### src/rtl/sbt_pkg.sv
package sbt_pkg;

  // Source of the word loaded into the shift register this cycle
  typedef enum logic [1:0] {
    SRC_NONE  = 2'd0,
    SRC_SLOT  = 2'd1,
    SRC_INPUT = 2'd2
  } load_src_e;

endpackage

### src/rtl/sbt_holdslot.sv
module sbt_holdslot #(
  parameter int W = 8
) (
  input  logic         clk,
  input  logic         rst_n,
  input  logic         wr_en,
  input  logic [W-1:0] wr_data,
  input  logic         rd_en,
  output logic [W-1:0] data_o,
  output logic         full_o
);

  logic [W-1:0] word_q;
  logic         full_q;

  always_ff @(posedge clk or negedge rst_n) begin
    if (!rst_n) begin
      word_q <= '0;
      full_q <= 1'b0;
    end else if (wr_en) begin
      word_q <= wr_data;
      full_q <= 1'b1;
    end else if (rd_en) begin
      full_q <= 1'b0;
    end
  end

  assign data_o = word_q;
  assign full_o = full_q;

  // the controller never writes over a queued word
  assert_no_overwrite_R7: assert property (@(posedge clk) disable iff (!rst_n)
    wr_en |-> !full_o);

  // the slot is only drained when it holds a word
  assert_drain_full_R6: assert property (@(posedge clk) disable iff (!rst_n)
    rd_en |-> full_o);

endmodule

### src/rtl/sbt_shifter.sv
module sbt_shifter #(
  parameter int W = 8
) (
  input  logic         clk,
  input  logic         rst_n,
  input  logic         load_i,
  input  logic [W-1:0] load_data_i,
  output logic         bit_o,
  output logic         busy_o,
  output logic         last_o
);

  localparam int CW = (W > 2) ? $clog2(W) : 1;
  localparam logic [CW-1:0] LAST_IDX = CW'(W - 1);

  logic [W-1:0]  sh_q;
  logic [CW-1:0] idx_q;
  logic          busy_q;

  always_ff @(posedge clk or negedge rst_n) begin
    if (!rst_n) begin
      sh_q   <= '0;
      idx_q  <= '0;
      busy_q <= 1'b0;
    end else if (load_i) begin
      sh_q   <= load_data_i;
      idx_q  <= '0;
      busy_q <= 1'b1;
    end else if (busy_q) begin
      if (idx_q == LAST_IDX) begin
        sh_q   <= '0;
        idx_q  <= '0;
        busy_q <= 1'b0;
      end else begin
        sh_q  <= {sh_q[W-2:0], 1'b0};
        idx_q <= idx_q + 1'b1;
      end
    end
  end

  assign bit_o  = sh_q[W-1];
  assign busy_o = busy_q;
  assign last_o = busy_q && (idx_q == LAST_IDX);

  // the line rests low whenever no word is shifting
  assert_idle_low_R8: assert property (@(posedge clk) disable iff (!rst_n)
    !busy_o |-> !bit_o);

  // a word is never cut short before its final bit
  assert_no_midword_stop_R3: assert property (@(posedge clk) disable iff (!rst_n)
    (busy_o && !last_o) |=> busy_o);

endmodule

### src/rtl/sbt_loadsel.sv
module sbt_loadsel
  import sbt_pkg::*;
(
  input  logic      busy_i,
  input  logic      last_i,
  input  logic      slot_full_i,
  input  logic      take_i,
  output load_src_e src_o,
  output logic      slot_wr_o,
  output logic      slot_rd_o
);

  logic free;

  always_comb begin
    free      = !busy_i || last_i;
    src_o     = SRC_NONE;
    slot_wr_o = 1'b0;
    slot_rd_o = 1'b0;
    if (free) begin
      if (slot_full_i) begin
        src_o     = SRC_SLOT;
        slot_rd_o = 1'b1;
      end else if (take_i) begin
        src_o = SRC_INPUT;
      end
    end else begin
      slot_wr_o = take_i;
    end
  end

endmodule

### src/rtl/serial_tx_dbuf.sv
module serial_tx_dbuf
  import sbt_pkg::*;
#(
  parameter int W = 8
) (
  input  logic         clk,
  input  logic         rst_n,
  input  logic         in_valid,
  output logic         in_ready,
  input  logic [W-1:0] in_data,
  output logic         tx_bit,
  output logic         tx_active
);

  logic         slot_full, slot_wr, slot_rd;
  logic [W-1:0] slot_data;
  logic         busy, last, take, load;
  logic [W-1:0] load_data;
  load_src_e    src;

  assign in_ready = !slot_full;
  assign take     = in_valid && in_ready;

  sbt_loadsel u_sel (
    .busy_i      (busy),
    .last_i      (last),
    .slot_full_i (slot_full),
    .take_i      (take),
    .src_o       (src),
    .slot_wr_o   (slot_wr),
    .slot_rd_o   (slot_rd)
  );

  sbt_holdslot #(.W(W)) u_slot (
    .clk     (clk),
    .rst_n   (rst_n),
    .wr_en   (slot_wr),
    .wr_data (in_data),
    .rd_en   (slot_rd),
    .data_o  (slot_data),
    .full_o  (slot_full)
  );

  assign load      = (src != SRC_NONE);
  assign load_data = (src == SRC_SLOT) ? slot_data : in_data;

  sbt_shifter #(.W(W)) u_shift (
    .clk         (clk),
    .rst_n       (rst_n),
    .load_i      (load),
    .load_data_i (load_data),
    .bit_o       (tx_bit),
    .busy_o      (busy),
    .last_o      (last)
  );

  assign tx_active = busy;

  // a word taken on an idle line starts shifting next cycle
  assert_idle_start_R2: assert property (@(posedge clk) disable iff (!rst_n)
    (take && !tx_active) |=> tx_active);

  // queueing behind a shifting word closes the input next cycle
  assert_ready_drop_R5: assert property (@(posedge clk) disable iff (!rst_n)
    (take && tx_active && !last) |=> !in_ready);

  // a queued word follows the last bit without a gap
  assert_gapless_R6: assert property (@(posedge clk) disable iff (!rst_n)
    (last && slot_full) |=> (tx_active && in_ready));

  // a word taken on the last bit continues the stream directly
  assert_direct_follow_R9: assert property (@(posedge clk) disable iff (!rst_n)
    (last && take && !slot_full) |=> (tx_active && in_ready));

endmodule

### config.mk
export PLATFORM = sky130hd
export DESIGN_NAME = serial_tx_dbuf
export DESIGN_NICKNAME = d
export VERILOG_FILES = /design/src/rtl/sbt_pkg.sv /design/src/rtl/sbt_holdslot.sv /design/src/rtl/sbt_shifter.sv /design/src/rtl/sbt_loadsel.sv /design/src/rtl/serial_tx_dbuf.sv
export SDC_FILE = /design/constraint.sdc
export NUM_CORES = 1
export LEC_CHECK = 0
export CORE_MARGIN = 2
export CORE_UTILIZATION = 50
export DETAILED_ROUTE_END_ITERATION = 7
export PLACE_DENSITY_LB_ADDON = 0.1
export SKIP_CTS_REPAIR_TIMING = 1
export SLEW_MARGIN = 20
export SYNTH_ARGS = -nofsm -noshare
export SYNTH_HDL_FRONTEND = slang
export SYNTH_SLANG_ARGS = --single-unit
### constraint.sdc
create_clock -name clk -period 2.5 [get_ports clk]
set_clock_uncertainty 0.05 [all_clocks]
set_input_delay 0.25 -clock clk [delete_from_list [all_inputs] [get_ports clk]]
set_output_delay 0.25 -clock clk [all_outputs]
set_load 0.02 [all_outputs]
==> metrics, run 1 <==
grt total ovfl=0; I/O pins=14; leakage=0.505 nW; vias in the first global route=664; via count=679; Mapped Cells=83; met1 wire length=~870 um; Antenna Cells=0; worst-skew pair later-pin latency=a little over 0.3 ns; I/O Buffers=13; first-pass GRT wire length=about 3.1 mm; Setup crit end kind=register; Initial Util=0.519; final wirelength=1.78 mm; share of the synthesized area in the top cell type=0.527; H-tree depth=1; worst vdd ir=510 uV; fin crit period=about 1.9 ns; core box area=1920 um^2; fin cells=124; max-cap violations=0; Worst Path Arrival=2.01 ns; P&R area growth vs syn=15.6%; clk sink count=21; Num CTS Buffers=3; sequential cell area=526 um^2; Max Freq=0.535 GHz; Vert. Die Dim=48.7 um; die width=about 50 um; Max-Slew Margin vs Limit=0.613; final hold violations=0; Post-route DRC=0; Synth area leader=dfrtp_1; Seq/Total Area, Yosys=0.527; Post-Syn Area=997 um^2; DIE AREA=2370 um^2; status=finished, final reports clean; Worst-Margin Slew=0.577 ns; Vias/cell=5.48; Cells after DPL=120; Netlist cell types=22; DRC violation total after the first TritonRoute iteration=11; flops & latches, synth=21; Critical Path Start Type=register; pwr dens=985 nW/um^2; CTS Buffer Depth=2; WL met2=834 um; initial antenna violation count=0; share of layout cells above drive strength 1=0.175; Hold WC Path Type=input pin to async pin; hpwl dp=roughly 1.2 mm; clock slew at reported path FFs=0.13 ns; num rows=16; Crit path required time=2.64 ns; Yosys warning total=0; # setup viols final=0; TNS Setup=0 ns; first-pass iteration count of the detailed router=4; gpl congestion=between 0.7 and 0.8; hold_ws=0.217 ns; antenna-violating nets left=0; GR Util All Layers=0.177; uppermost layer routed=met4; most frequent cells in the layout=dfrtp_1 (21), clkdlybuf4s50_1 (13), nand2_1 (10), nor2_1 (9), o21ai_0 (9); Mapped Nets=96; CTS tree=done; RSZ-0062 raised after global routing=no; Worst Setup Path Type=register to register; total power=1.14 mW; fin nets=around 110; Design Area, Final=between 1000 and 1500 um^2; commonest non-fill, non-tap cell in the layout=dfrtp_1; drt wl/cell=14.3 um; CP Max Fanout=9; crit share post-route=0.748; largest net degree at the start of global routing=22; fillers=around 180; mean area per synthesized cell=~12 um^2; top cells by area, synth=dfrtp_1 (53%), mux2_4 (12%), a221oi_1 (6.1%), o21ai_0 (4.5%), nand2_1 (3.8%); Area after DPL=between 1000 and 1500 um^2; root buffer cell=clkbuf_4; Final Slew Violations=0; met3 wire len=54 um; multi-input logic area=417 um^2
==> state kept, by name, summed over array words and instances (netlist names) <==
signal and flops:
u_slot.full_o 1, u_shift.sh_q 8, u_shift.idx_q 3, u_slot.data_o 8
u_shift.busy_o 1
==> cells in the mapped netlist <==
cell      number
nand2_1       10
nor3_2         1
nand3b_1       2
buf_2          1
a32o_1         1
nand3_1        1
clkbuf_1       1
dfrtp_1       21
ha_1           2
buf_6          2
buf_12         1
nor2_1         9
or2b_1         1
nor2b_1        1
mux2i_1        1
inv_1          1
mux2_4         8
a221oi_1       7
o21ai_0        9
and2_4         1
o31ai_1        1
nor2b_4        1
==> where the power goes <==
| part | total [mW] | switching (mW) | internal [mW] | leakage [nW] |
|---|---|---|---|---|
| clock | 0.164 | 0.105 | 0.0597 | 0.0177 |
| combinational | 0.372 | 0.151 | 0.221 | 0.235 |
| sequential | 0.599 | 0.107 | 0.492 | 0.252 |
| total | 1.14 | 0.362 | 0.773 | 0.505 |
==> worst max-delay path, cell delays in order, from the launching register on <==
cell,delay [ns]
dfrtp_1,0.41
ha_1,0.20
ha_1,0.23
nor2b_4,0.25
and2_4,0.29
mux2_4,0.32
==> cell families (layout without fill, tap and decap cells) <==
kind of cell,after synthesis,count (layout),share of synthesized area
AND/OR/NAND/NOR,27,27,0.138
flip-flops,21,21,0.527
buffers and inverters,6,20,0.0552
adder cells (fa/ha/maj),2,2,0.0251
AO/OA/AOI/OAI,18,18,0.124
multiplexers,9,9,0.130
==> routing by layer <==
layer / track usage / vias up
met4: 0.0857 / 0
met5: 0 / -
li1: - / 323
met3: 0.0401 / 2
met2: 0.263 / 10
met1: 0.245 / 344
==> final cells by class <==
type / count / area share
Sequential cell: 21 / 0.456
Timing Repair Buffer: 15 / 0.126
Multi-Input combinational cell: 56 / 0.362
Inverter: 1 / 0.00326
Clock inverter: 1 / 0.00434
Tap cell: 27 / 0.0293
Clock buffer: 3 / 0.0195
==> final timing paths <==
path | startpoint | endpoint | slack [ns] | cells past startpoint
min in group clk | u_shift.sh_q[1] | u_shift.sh_q[1] | 0.45 | 2
setup reg to reg | u_shift.idx_q[0] | u_slot.data_o[1] | 0.63 | 5
max in group asynchronous | rst_n | u_shift.sh_q[1] | 1.96 | 2
setup / recovery | u_shift.idx_q[0] | u_slot.data_o[1] | 0.63 | 5
hold / removal | rst_n | u_shift.sh_q[5] | 0.22 | 2
hold reg to reg | u_shift.sh_q[1] | u_shift.sh_q[1] | 0.45 | 2
==> per-stage QoR <==
step / setup slack, ns / util
CTS: 0.620 / 0.600
finish: 0.630 / 0.600
global placement: 0.680 / 0.585
detailed placement: 0.643 / 0.585
floorplan: 0.775 / -
global route: 0.526 / 0.600
Power figures use the tool's default switching activity.
==> run 2, diff against run 1 <==
--- a/config.mk
+++ b/config.mk
@@ -6,7 +6,7 @@
 export NUM_CORES = 1
 export LEC_CHECK = 0
 export CORE_MARGIN = 2
-export CORE_UTILIZATION = 50
+export CORE_UTILIZATION = 47
 export DETAILED_ROUTE_END_ITERATION = 7
 export PLACE_DENSITY_LB_ADDON = 0.1
 export SKIP_CTS_REPAIR_TIMING = 1
==> constraint.sdc (replaced) <==
create_clock -name clk -period 1.69 [get_ports clk]
set_clock_uncertainty 0.05 [all_clocks]
set_input_delay 0.169 -clock clk [delete_from_list [all_inputs] [get_ports clk]]
set_output_delay 0.169 -clock clk [all_outputs]
set_load 0.02 [all_outputs]
==> run 2 against run 1 <==
  * Critical path depth unchanged
  * Flip-flop and latch count stayed put
  * Wire length rose by 7.9%
  * Hold slack worse by 0.072 ns
  * Combinational power is 60% higher
  * Worst setup slack got worse by 0.57 ns
  * Clock power increased by 48%
  * Clock-buffer cell count unchanged
  * Die area is 5.8% higher
  * Sequential power up 46%
  * Register-to-register slack got worse by 0.57 ns
  * Power grew 51%
==> metrics, run 2 (synthesis gave the netlist of run 1 again) <==
clk sink count=21; TNS Setup=0 ns; multi-input logic area=422 um^2; largest net degree at the start of global routing=22; commonest non-fill, non-tap cell in the layout=dfrtp_1; Worst Path Arrival=1.77 ns; fillers=169; Vias/cell=5.43; Setup WS pre-CTS=0.0842 ns; max-cap violations=0; Max Freq=0.613 GHz; worst-skew pair later-pin latency=0.30 ns; Post-route DRC=0; worst setup margin=0.0594 ns; pwr dens=1430 nW/um^2; I/O pins=14; crit share post-route=0.965; drt wl/cell=14.9 um; Final Slew Violations=0; hpwl dp=1.36 mm; first-pass GRT wire length=3.49 mm; final hold violations=0; first-pass iteration count of the detailed router=3; DIE AREA=about 2500 um^2; Num CTS Buffers=3; Worst-Margin Slew=around 0.38 ns; sequential cell area=527 um^2; RSZ-0062 raised after global routing=no; vias in the first global route=786; die width=between 50 and 60 um; Vert. Die Dim=50.1 um; Hold WC Path Type=input pin to async pin; status=finished, final reports clean; I/O Buffers=13; DRC violation total after the first TritonRoute iteration=7; hold_ws=0.145 ns; num rows=16; Worst Setup Path Type=register to register; clock slew at reported path FFs=0.12 ns; CP Max Fanout=8; core box area=1980 um^2; Max-Slew Margin vs Limit=0.749; initial antenna violation count=0; # setup viols final=0; leakage=about 0.54 nW; via count=701; CTS Buffer Depth=2; CTS tree=done; share of layout cells above drive strength 1=0.245; worst vdd ir=about 660 uV; Setup crit end kind=register; fin nets=116; GR Util All Layers=0.184; Critical Path Start Type=register; P&R area growth vs syn=20.2%; gpl congestion=between 0.7 and 0.8; most frequent cells in the layout=dfrtp_1 (20), clkdlybuf4s50_1 (12), nand2_1 (10), nor2_1 (9), o21ai_0 (9); fin crit period=about 1.6 ns; antenna-violating nets left=0; final wirelength=about 1.9 mm; root buffer cell=clkbuf_4; Design Area, Final=1200 um^2; grt total ovfl=0; H-tree depth=1; total power=1.71 mW; Antenna Cells=0; Area after DPL=between 1000 and 1500 um^2; Initial Util=0.503; Crit path required time=1.83 ns
[run 2: area by class of cell]
type,count,area share
Inverter,1,0.00313
Tap cell,27,0.0282
Multi-Input combinational cell,56,0.352
Sequential cell,21,0.439
Timing Repair Buffer,20,0.154
Clock buffer,3,0.0188
Clock inverter,1,0.00418
[run 2: metal layers]
layer | part of all wire | vias up | global-route usage
met5 | 0 | - | 0
met4 | 0.020 | 0 | 0.0648
met3 | 0.042 | 4 | 0.0394
met2 | 0.47 | 14 | 0.311
met1 | 0.46 | 349 | 0.229
li1 | - | 334 | -
[run 2: final timing paths]
| path | start | end | slack [ns] | cells after the start |
|---|---|---|---|---|
| setup / recovery | u_shift.idx_q[0] | u_slot.data_o[6] | 0.06 | 5 |
| hold / removal | rst_n | u_slot.data_o[4] | 0.15 | 2 |
| setup reg to reg | u_shift.idx_q[0] | u_slot.data_o[6] | 0.06 | 5 |
| hold reg to reg | u_shift.sh_q[3] | u_shift.sh_q[3] | 0.45 | 2 |
| max in group asynchronous | rst_n | u_shift.busy_o | 1.21 | 2 |
| min in group clk | u_shift.sh_q[3] | u_shift.sh_q[3] | 0.45 | 2 |
[run 2: through the flow]
| step | instances | util |
|---|---|---|
| CTS | 129 | 0.603 |
| finish | 129 | 0.605 |
| floorplan | 83 | - |
| detailed placement | 125 | 0.589 |
| global placement | 125 | 0.589 |
| global route | 129 | 0.605 |
[run 2: report_power, final]
| group | total (mW) | internal, mW | switching [mW] | leakage, nW |
|---|---|---|---|---|
| clock network | 0.242 | 0.0882 | 0.154 | 0.0177 |
| logic | 0.595 | 0.345 | 0.250 | 0.270 |
| registers | 0.874 | 0.729 | 0.145 | 0.252 |
| total | 1.71 | 1.16 | 0.548 | 0.539 |
[run 2: worst max-delay path, cell delays in order, from the launching register on]
cell	delay, ns
dfrtp_1	0.41
ha_2	0.19
ha_2	0.20
nor2b_4	0.11
and2_4	0.24
mux2_4	0.33
==> run 3, diff against run 2 <==
--- a/config.mk
+++ b/config.mk
@@ -6,7 +6,7 @@
 export NUM_CORES = 1
 export LEC_CHECK = 0
 export CORE_MARGIN = 2
-export CORE_UTILIZATION = 47
+export CORE_UTILIZATION = 40
 export DETAILED_ROUTE_END_ITERATION = 7
 export PLACE_DENSITY_LB_ADDON = 0.1
 export SKIP_CTS_REPAIR_TIMING = 1
==> run 3 against run 2 <==
  * Critical path depth did not move
  * Sequential power about the same
  * Register-to-register slack better by 0.03 ns
  * First-iteration DRC count unchanged
  * Non-clock buffer count up 1
  * Clock-buffer cell count stayed put
  * Hold slack better by 0.0071 ns
  * Die area rose by 16%
  * Global-route usage is 3.7 points lower
  * Worst setup slack improved by 0.032 ns
  * Sequential share of layout area decreased by 0.35 points
  * Largest power group unchanged
==> metrics, run 3 (synthesis gave the netlist of run 1 again) <==
status=finished, final reports clean; Vert. Die Dim=~54 um; Post-route DRC=0; clk sink count=21; final core occ=0.503; H-tree depth=1; Setup crit end kind=register; I/O pins=14; CTS Buffer Depth=2; Hold WC Path Type=input pin to async pin; RSZ-0062 raised after global routing=no; Max stage delay on crit path=0.41 ns; hpwl dp=around 1.2 mm; # setup viols final=0; DRC violation total after the first TritonRoute iteration=7; most frequent cells in the layout=dfrtp_1 (19), clkdlybuf4s50_1 (12), nand2_1 (10), nor2_1 (9), o21ai_0 (9); root buffer cell=clkbuf_4; slowest stage cell, crit path=dfrtp_1; num rows=18; cell mode on critical path=ha_2; hold_ws=0.153 ns; Final Slew Violations=0; CTS tree=done; Vias/cell=5.06; drt wl/cell=13.5 um; worst setup margin=0.0913 ns; core box area=2410 um^2; crit share post-route=0.946; initial antenna violation count=0; Max Freq=about 0.63 GHz; Worst Path Arrival=1.74 ns; grt total ovfl=0; crit-path cells=ha_2 > ha_2 > nor2b_4 > and2_4 > mux2_4; fin nets=117; final wirelength=1.79 mm; Max-Slew Margin vs Limit=0.762; Buf+Inv Stages, Crit Path=0; share of layout cells above drive strength 1=0.262; first-pass GRT wire length=slightly below 3 mm; Crit path required time=1.83 ns; first-pass iteration count of the detailed router=3; commonest non-fill, non-tap cell in the layout=dfrtp_1; worst-skew pair later-pin latency=about 0.29 ns; gpl congestion=0.686; via count=slightly below 700; die width=53.9 um; antenna-violating nets left=0; Setup WS pre-CTS=just over 0.07 ns; pwr dens=1410 nW/um^2; Antenna Cells=0; worst vdd ir=676 uV; Critical Path Start Type=register; delay-heaviest family, CP=flip-flops; max-cap violations=0; CP Max Fanout=8; clock slew at reported path FFs=0.12 ns; leakage=0.544 nW; Initial Util=0.414; DIE AREA=2910 um^2; fin crit period=1.60 ns; fillers=215; vias in the first global route=about 620; Worst-Margin Slew=0.357 ns; R2R Setup Slk=0.09 ns; Worst Setup Path Type=register to register; GR Util All Layers=0.147; final hold violations=0; P&R area growth vs syn=21.5%; largest net degree at the start of global routing=22; I/O Buffers=13; Num CTS Buffers=3
[run 3: cell count changes in the layout (fill, tap and decap cells not counted), sizes merged]
cell / delta
buf: +1
[run 3: through the flow]
step | total power, mW | setup TNS, ns | cell area, um^2 | cells
finish | 1.70 | 0 | 1210 | 133
global route | 1.83 | 0 | 1210 | 133
CTS | 1.72 | -0.0293 | 1200 | 132
detailed placement | 1.47 | 0 | 1170 | 128
global placement | 1.46 | 0 | 1170 | 128
floorplan | 1.31 | 0 | 1000 | 83
[run 3: report_power, final]
group / switching (mW) / internal, mW
Combinational: 0.239 / 0.354
Clock: 0.148 / 0.0881
Sequential: 0.143 / 0.730
Total: 0.530 / 1.17
[run 3: metal layers]
layer  track usage  up-vias  routed length [um]
met1         0.204      328                 924
met5             0        -                   0
li1              -      335                   -
met4        0.0769        0                  15
met2         0.211        8                 804
met3        0.0333        2                  46
[run 3: layout make-up]
cell class	count	area, um^2	share of cell area
timing repair buffer	21	193	0.159
sequential	21	528	0.436
clock inverter	1	5.00	0.00413
clock buffer	3	22.5	0.0186
multi-input combinational	56	422	0.348
tap	30	37.5	0.0310
inverter	1	3.75	0.00310
[run 3: final timing paths]
path	startpoint	to	depth (start not counted)
setup / recovery	u_shift.idx_q[0]	u_slot.data_o[0]	5
hold / removal	rst_n	u_shift.sh_q[6]	2
setup reg to reg	u_shift.idx_q[0]	u_slot.data_o[0]	5
hold reg to reg	u_shift.sh_q[5]	u_shift.sh_q[5]	2
max in group asynchronous	rst_n	u_slot.full_o	2
min in group clk	u_shift.sh_q[5]	u_shift.sh_q[5]	2
